### config.mk
export PLATFORM = sky130hd
export DESIGN_NAME = gamma_slope_lut
export DESIGN_NICKNAME = d
export VERILOG_FILES = /design/src/rtl/gslut_pkg.sv /design/src/rtl/gslut_table.sv /design/src/rtl/gslut_eval.sv /design/src/rtl/gamma_slope_lut.sv
export SDC_FILE = /design/constraint.sdc
export NUM_CORES = 2
export LEC_CHECK = 0
export BUFFER_PORTS_ARGS = -buffer_cell sky130_fd_sc_hd__clkbuf_2
export CORE_UTILIZATION = 50
export CTS_CLUSTER_DIAMETER = 100
export DETAILED_ROUTE_END_ITERATION = 7
export GPL_TIMING_DRIVEN = 0
export MAX_ROUTING_LAYER = met4
export PLACE_DENSITY = 0.65
export SLEW_MARGIN = 20
export SYNTH_ARGS = -nofsm -noshare
export SYNTH_HDL_FRONTEND = slang
export SYNTH_SLANG_ARGS = --single-unit
### constraint.sdc
create_clock -name clk -period 7.01 [get_ports clk]
set_clock_uncertainty 0.2 [all_clocks]
set_input_delay 0 -clock clk [delete_from_list [all_inputs] [get_ports clk]]
set_output_delay 0 -clock clk [all_outputs]
set_load 0.005 [all_outputs]
### src/rtl/gslut_pkg.sv
package gslut_pkg;
   typedef enum logic {
      SEL_PASS  = 1'b0,
      SEL_TABLE = 1'b1
   } gslut_sel_e;
endpackage

### src/rtl/gslut_table.sv
module gslut_table #(
   parameter int IDX_W  = 7,
   parameter int WORD_W = 16
) (
   input  logic              clk,
   input  logic              rst_n,
   input  logic              wr_en,
   input  logic [IDX_W-1:0]  wr_idx,
   input  logic [WORD_W-1:0] wr_data,
   input  logic              px_re,
   input  logic [IDX_W-1:0]  px_idx,
   output logic [WORD_W-1:0] px_word,
   input  logic [IDX_W-1:0]  rb_idx,
   output logic [WORD_W-1:0] rb_word
);
   localparam int DEPTH = 1 << IDX_W;

   logic [WORD_W-1:0] slots [DEPTH];

   always_ff @(posedge clk) begin
      if (!rst_n) begin
         for (int i = 0; i < DEPTH; i++) slots[i] <= '0;
      end else if (wr_en) begin
         slots[wr_idx] <= wr_data;
      end
   end

   always_ff @(posedge clk) begin
      if (!rst_n) begin
         px_word <= '0;
         rb_word <= '0;
      end else begin
         if (px_re) px_word <= slots[px_idx];
         rb_word <= slots[rb_idx];
      end
   end
endmodule

### src/rtl/gslut_eval.sv
module gslut_eval #(
   parameter int VAL_W         = 10,
   parameter int EXP_W         = 2,
   parameter int MAN_W         = 4,
   parameter int OFS_W         = 3,
   parameter bit ROUND_HALF_UP = 1'b1
) (
   input  logic [VAL_W+EXP_W+MAN_W-1:0] word,
   input  logic [OFS_W-1:0]             ofs,
   output logic [VAL_W-1:0]             level
);
   localparam int WORD_W = VAL_W + EXP_W + MAN_W;
   localparam int SLP_W  = MAN_W + (1 << EXP_W) - 1;
   localparam int PRD_W  = SLP_W + OFS_W;
   localparam int SUM_W  = VAL_W + OFS_W + 1;
   localparam logic [SUM_W-1:0] VMAX = SUM_W'((1 << VAL_W) - 1);

   if (SLP_W >= VAL_W) begin : g_bad_slope
      $error("gslut_eval: decoded slope too wide for output");
   end

   logic [VAL_W-1:0] base;
   logic [EXP_W-1:0] sexp;
   logic [MAN_W-1:0] sman;
   logic [SLP_W-1:0] slope;
   logic [PRD_W-1:0] prod;
   logic [SUM_W-1:0] acc;

   assign base  = word[WORD_W-1 -: VAL_W];
   assign sexp  = word[MAN_W +: EXP_W];
   assign sman  = word[MAN_W-1:0];
   assign slope = SLP_W'(sman) << sexp;
   assign prod  = PRD_W'(slope) * PRD_W'(ofs);

   if (ROUND_HALF_UP) begin : g_round
      localparam logic [SUM_W-1:0] HALF = SUM_W'(1 << (OFS_W - 1));
      always_comb acc = ({1'b0, base, {OFS_W{1'b0}}} + SUM_W'(prod) + HALF) >> OFS_W;
   end else begin : g_trunc
      always_comb acc = ({1'b0, base, {OFS_W{1'b0}}} + SUM_W'(prod)) >> OFS_W;
   end

   assign level = (acc > VMAX) ? VMAX[VAL_W-1:0] : acc[VAL_W-1:0];
endmodule

### src/rtl/gamma_slope_lut.sv
module gamma_slope_lut #(
   parameter int VAL_W         = 10,
   parameter int EXP_W         = 2,
   parameter int MAN_W         = 4,
   parameter int IDX_W         = 7,
   parameter int OFS_W         = 3,
   parameter bit ROUND_HALF_UP = 1'b1
) (
   input  logic                         clk,
   input  logic                         rst_n,
   input  logic                         lut_en,
   input  logic                         wr_en,
   input  logic [IDX_W-1:0]             wr_idx,
   input  logic [VAL_W+EXP_W+MAN_W-1:0] wr_data,
   input  logic [IDX_W-1:0]             rd_idx,
   output logic [VAL_W+EXP_W+MAN_W-1:0] rd_data,
   input  logic                         pix_valid,
   input  logic [IDX_W+OFS_W-1:0]       pix_in,
   output logic                         out_valid,
   output logic [VAL_W-1:0]             out_pix
);
   import gslut_pkg::*;

   localparam int WORD_W = VAL_W + EXP_W + MAN_W;
   localparam int IN_W   = IDX_W + OFS_W;

   if (IN_W < VAL_W) begin : g_bad_in
      $error("gamma_slope_lut: pixel code narrower than output");
   end
   if (OFS_W < 1) begin : g_bad_ofs
      $error("gamma_slope_lut: need at least one offset bit");
   end

   // stage 1: table read plus aligned side data
   logic              s1_valid;
   gslut_sel_e        s1_sel;
   logic [OFS_W-1:0]  s1_ofs;
   logic [VAL_W-1:0]  s1_pass;
   logic [WORD_W-1:0] s1_word;
   logic [VAL_W-1:0]  s1_level;

   gslut_table #(.IDX_W(IDX_W), .WORD_W(WORD_W)) u_table (
      .clk     (clk),
      .rst_n   (rst_n),
      .wr_en   (wr_en),
      .wr_idx  (wr_idx),
      .wr_data (wr_data),
      .px_re   (pix_valid && lut_en),
      .px_idx  (pix_in[IN_W-1 -: IDX_W]),
      .px_word (s1_word),
      .rb_idx  (rd_idx),
      .rb_word (rd_data)
   );

   always_ff @(posedge clk) begin
      if (!rst_n) begin
         s1_valid <= 1'b0;
         s1_sel   <= SEL_PASS;
         s1_ofs   <= '0;
         s1_pass  <= '0;
      end else begin
         s1_valid <= pix_valid;
         if (pix_valid) begin
            s1_sel  <= lut_en ? SEL_TABLE : SEL_PASS;
            s1_ofs  <= pix_in[OFS_W-1:0];
            s1_pass <= pix_in[IN_W-1 -: VAL_W];
         end
      end
   end

   // stage 2: slope extrapolation, clamp, output register
   gslut_eval #(
      .VAL_W(VAL_W), .EXP_W(EXP_W), .MAN_W(MAN_W),
      .OFS_W(OFS_W), .ROUND_HALF_UP(ROUND_HALF_UP)
   ) u_eval (
      .word  (s1_word),
      .ofs   (s1_ofs),
      .level (s1_level)
   );

   always_ff @(posedge clk) begin
      if (!rst_n) begin
         out_valid <= 1'b0;
         out_pix   <= '0;
      end else begin
         out_valid <= s1_valid;
         if (s1_valid) out_pix <= (s1_sel == SEL_TABLE) ? s1_level : s1_pass;
      end
   end
endmodule

* Yosys cells after proc, flatten, opt, wreduce, memory -nomap -nowiden
Memories as Yosys holds them, arrays and structs flattened. A register that Yosys moved wholly into a read port is not among the register bits. Cells that the tools add are included.
Word-level totals: latch bits 0, bits in read-only memories 0, RAM bits 2048, output and inout bits 27, memories kept 1, logic and storage cells 26, input port bits 45, flip-flop bits (word level) 26
Operators by class: shift-type cells 1, add/sub/neg operators 2, mux-type cells 10, multipliers 1, bitwise logic cells 0, equal/unequal tests 0, reduce and logical (&&, ||, !) cells 4, $lt $le $gt $ge 1, div/mod/pow operators 0
Memory list:
- u_table.slots | depth 128, bits a word 16, rd ports 2, clocked after Yosys merged registers in 2, write ports 128, line gslut_table.sv:18 | logic [WORD_W-1:0] slots [DEPTH];
Operators with widths (count):
- $mux W10 | 2
- $mux W16 | 1
- $reduce_or A16 Y1 | 1
- $add A13 B10 Y14 | 1
- $add A14 B3 Y14 const B | 1
- $gt A11 B10 Y1 const B | 1
- $mul A7 B3 Y10 | 1
- $mux W7 | 1
- $shl A4 B2 Y7 | 1
- $mux W1 | 6
- $logic_not A1 Y1 | 2
- $logic_and A1 B1 Y1 | 1

* Longest topological paths before layout
depth in word-level cells 7, mapped depth 18, depth with buffers taken out 17

* Modules after synthesis
Synthesis repeated with hierarchy kept, for this count alone.
Second synthesis, totals: cells, all modules 7643, area, all modules 112287.7 um^2
Modules (own cells, without submodules):
- gslut_table | sequential area each 62139.6 um^2, times used 1, cells an instance 7434, area each 110438.4 um^2
- gslut_eval | sequential area each 0.0 um^2, times used 1, cells an instance 125, area each 953.4 um^2
- gamma_slope_lut | sequential area each 460.4 um^2, times used 1, cells an instance 84, area each 895.9 um^2

* Least setup slack after synthesis
OpenSTA, ideal clock, no wires.
path type register to register, start reg u_table.px_word[5] (read register of u_table.slots), end reg out_pix[7], path slack 2.556 ns, setup time 0.114 ns, stages on the path, launching flop included 19, arrival 4.140 ns, buffers on the path 1, data required time 6.696 ns, cells stage by stage dfxtp_1 clkbuf_1 mux2_2 nor2_1 a21oi_1 and2_1 fa_1 inv_1 fa_1 inv_1 ha_1 fa_1 a21o_1 a21oi_1 o21ai_0 a21oi_1 o21ai_1 a32o_1 a21o_1
Between the ends: word-level cells in the longest chain between the ends 7
RTL lines:
- from (decl) | line gslut_table.sv:12 | output logic [WORD_W-1:0] px_word,
- $shl A4 B2 Y7 * | line gslut_eval.sv:32 | assign slope = SLP_W'(sman) << sexp;
- $mul A7 B3 Y10 * | line gslut_eval.sv:33 | assign prod = PRD_W'(slope) * PRD_W'(ofs);
- $add A13 B10 Y14 * | line gslut_eval.sv:37 | always_comb acc = ({1'b0, base, {OFS_W{1'b0}}} + SUM_W'(prod) + HALF) >> OFS_W;
- $add A14 B3 Y14 * | line gslut_eval.sv:37
- $gt A11 B10 Y1 | line gslut_eval.sv:42 | assign level = (acc > VMAX) ? VMAX[VAL_W-1:0] : acc[VAL_W-1:0];
- $mux W10 * | line gslut_eval.sv:42
- $mux W10 * | line gamma_slope_lut.sv:87 | if (s1_valid) out_pix <= (s1_sel == SEL_TABLE) ? s1_level : s1_pass;
- to (signal assigned) | line gamma_slope_lut.sv:87
- to (decl) | line gamma_slope_lut.sv:20 | output logic [VAL_W-1:0] out_pix
Mark *: on every way between the ends. The rest lies on a longest branch, timed or not. A chain may end at the register's enable or synchronous reset.

==> metrics.md <==
| Metric | Value |
|---|---|
| Gr usage total | a little over half |
| Comb power frac | around 16% |
| Critical path origin | pix_in[4] |
| # DRC | 0 |
| WL/cell | 54.2 microns |
| Area growth from synthesis to layout | 15.7% |
| Setup crit end kind | flop |
| Clk_lat worst skew | about 0.97 ns |
| Post-synthesis register bit count | between 2000 and 2500 |
| Mapped cell area | between 0.1 and 0.15 sq mm |
| Net Sw Frac | roughly 29% |
| CP arrival | 6.55 ns |
| Synth warnings | 0 |
| Slew HR | under 10% |
| CTS tree | done |
| Post-detail-place hpwl | approximately 450000 microns |
| Hold Violations, Final | 0 |
| Finished Core Util | around three fifths |
| Final min period | 5.92 ns |
| Share of cells above drive strength 1 | approximately 28% |
| CTS Buffer Depth | 3 |
| CP required | between 7 and 8 ns |
| Gpl congestion | 1.12 |
| Initial Util | ~50% |
| CP Launch Type | primary input |
| Clock Root Buffer | clkbuf_16 |
| Via count | between 80000 and 90000 |
| Grt total ovfl | 0 |
| Hold path cells | 5 |
| PwrDens | 252 mW/mm^2 |
| Max Slew Vio Count | 0 |
| Fin cells | between 10000 and 15000 |
| M2 GR Usage | between 60% and 70% |
| First-pass GRT wire length | roughly 760000 microns |
| WHS | around 0.029 ns |
| Max cap viols | 0 |
| DP Area | between 0.1 and 0.15 sq mm |
| Initial DRC count | ~18000 |
| Maximum number of pins on one net before global-route repair | 18 |
| Main flop type after synthesis | edfxtp_1 |
| GR peak layer | met2 |
| Fin crit share | a little over four fifths |
| Synth Area in Compound Gates | under 10% |
| Vias in the first global route | approximately 76000 |
| Power Internal | about 23 mW |
| IO Port Bufs | 46 |
| Sequential share of power | 45.3% |
| VDD IR max | between 0.2 and 0.3 mV |
| Static leakage | ~44 nW |
| Synth Area in XOR/XNOR | less than 1% |
| Crit Path Max Fanout | 13 |
| Asr flop ratio synth | 0% |
| Die Span Y | 476 microns |
| Post-synth cell types | 62 |
| Htree depth | 4 |
| Final instance area | roughly 0.13 sq mm |
| Final number of setup-violating endpoints | 0 |
| Worst R2R Path Depth | 18 |
| Mapped Cells | 7199 |
| RSZ-0062 raised after global routing | false |
| Row cnt | between 150 and 200 |
| Post-layout power | about 33 mW |
| Worst hold path class | primary input to flop |
| Mean Syn Cell Area | roughly 16 sq um |
| Clock slew at reported path FFs | ~0.07 ns |
| Fmax | roughly 0.17 GHz |
| Place WS | between 0.5 and 0.6 ns |
| R2R setup slack | ~1.8 ns |
| Met1 usage | between 60% and 70% |
| Routing usage on met3 | a little over a quarter |
| Post-route ant nets | 0 |
| Multiplexer area fraction after synthesis | between 20% and 30% |
| Post-CTS sizing | 0 |
| CTS buffer count | 231 |
| Post-CTS Setup Bufs | 0 |
| Setup TNS | 0 ns |
| Net Sw Power | ~9.5 mW |
| PnR worst setup slack | 1.09 ns |
| Post-synthesis sequential area ratio | between 50 and 60% |
| DRT Wirelength | about 600000 microns |
| Outcome | finished, final reports clean |
| I/O Pins | 72 |
| Main combinational cell family by area after synthesis | multiplexers |
| Worst hold endpoint | u_table.rb_word[5] |
| Slew of the pin with the lowest slew margin | approximately 1.4 ns |
| FILL cells | between 15000 and 20000 |
| Die width | 476 microns |
| Vias per cell | 7.50 |
| Critical R2R Launch | u_table.px_word[5] |
| RR Endpoint | out_pix[7] |
| Power share of the clock group | roughly two fifths |
| Post-synth EDFFs | 2048 |
| Total number of clock tree sinks | 2103 |
| Simple-gate share of the synthesized area | a little over an eighth |
| Syn_nets | 7265 |
| Die Area | about 0.23 sq mm |
| WS Path Type | primary input to flop |
| DRT Pass-1 Iters | 7 |
| HP Start | rd_idx[5] |
| Core area | between 0.2 and 0.25 sq mm |
| Fin nets | approximately 7800 |
| Inst Count DP | around 10000 |
| Antenna violations before repair | around 110 |
| Synth Area in Adders | less than 1% |
## critical path: stages
cell,delay (ns)
buf_2,0.36
buf_2,0.72
buf_2,0.99
buf_2,1.18
buf_2,1.03
mux2i_1,0.49
nor2_1,0.26
o32ai_1,0.13
nor4_1,0.90
a21oi_1,0.12
o31ai_1,0.11
## power groups by stage
stage	clock [mW]	sequential [mW]	combinational, mW
floorplan	0	14.9	2.21
finish	12.6	14.8	5.27
global route	12.8	14.8	5.04
CTS	12.4	14.8	4.90
global placement	0	15.0	4.54
detailed placement	0	15.0	4.87
## routing by layer
metal,wire length [microns],up-vias
met4,55500,0
li1,-,29300
met3,103000,1969
met5,0,-
met2,239000,8460
met1,201000,43100
## cell usage in the layout (no fill, tap or decap), types with 57 or more instances in the layout
cell       netlist  layout
buf_4           47      61
and2_1        1996    1996
buf_6           27      57
mux2i_1        144     144
and3_1          84      84
mux4_2        1155    1155
o21ai_4          0      93
diode_2          0     180
clkbuf_16        0     233
nand2_1         67      63
buf_16           0      92
edfxtp_1      2048    2048
clkbuf_1       555     481
nor2_1         182     181
o22ai_1         81      80
buf_2           88     112
clkbuf_2         0     163
## cell usage after synthesis (all sizes together), types with 10 or more instances
cell type	number	area [sq um]
a221oi	38	333
a22o	36	315
edfxtp	2048	61500
nor3	24	120
nand2b	13	81.3
mux4	1155	26000
o21ai	164	821
dfxtp	55	1100
o221ai	38	333
clkbuf	555	2080
inv	25	93.8
ha	10	125
o22ai	81	507
fa	11	220
and2	1996	12500
nand2	67	251
nor2b	29	181
and3	84	526
a211oi	14	105
nor2	182	683
a22oi	35	263
buf	210	1280
a21oi	55	275
nand3	26	130
mux2	12	135
mux2i	144	1440
## kinds of logic after synthesis
group / after synthesis
and+or+nand+nor: 2453
DFF: 2103
muxes: 1311
buffers and inverters: 791
AOI/OAI and AO/OA: 516
adders and majority gates: 21
xor gates and xnor gates: 4
## cell type report
type | instances | area [sq um] | area share, %
buffer | 765 | 3590 | 2.77
sequential | 2103 | 62600 | 48.3
timing repair buffer | 259 | 4340 | 3.35
inverter | 26 | 97.6 | 0.0753
clock inverter | 137 | 1430 | 1.11
antenna | 180 | 450 | 0.347
tap | 2975 | 3720 | 2.87
multi-input combinational | 4305 | 47400 | 36.5
clock buffer | 287 | 6070 | 4.68
## sequential cells by signal (all words and copies together), names as in the netlist
register / cells
s1_ofs: 2
out_valid: 1
u_table.slots: 2048
s1_pass: 8
u_table.rb_word: 16
s1_sel: 1
out_pix: 10
u_table.px_word: 16
s1_valid: 1
## repair_timing
action,in CTS,in global routing
hold buffers,40,0
endpoints found under the hold margin,1074,0
setup endpoints to repair,0,0
## how the worst max path moves through the flow
| stage | to | cells after the start |
|---|---|---|
| after floorplan | out_pix[7] | 18 |
| after detailed placement | u_table.px_word[13] | 10 |
| after CTS | u_table.px_word[13] | 10 |
| after global routing | out_pix[5] | 18 |
| after global placement | u_table.slots[87][11] | 8 |
| final | u_table.px_word[7] | 11 |
Note: power is estimated with default switching activity, not from simulation.
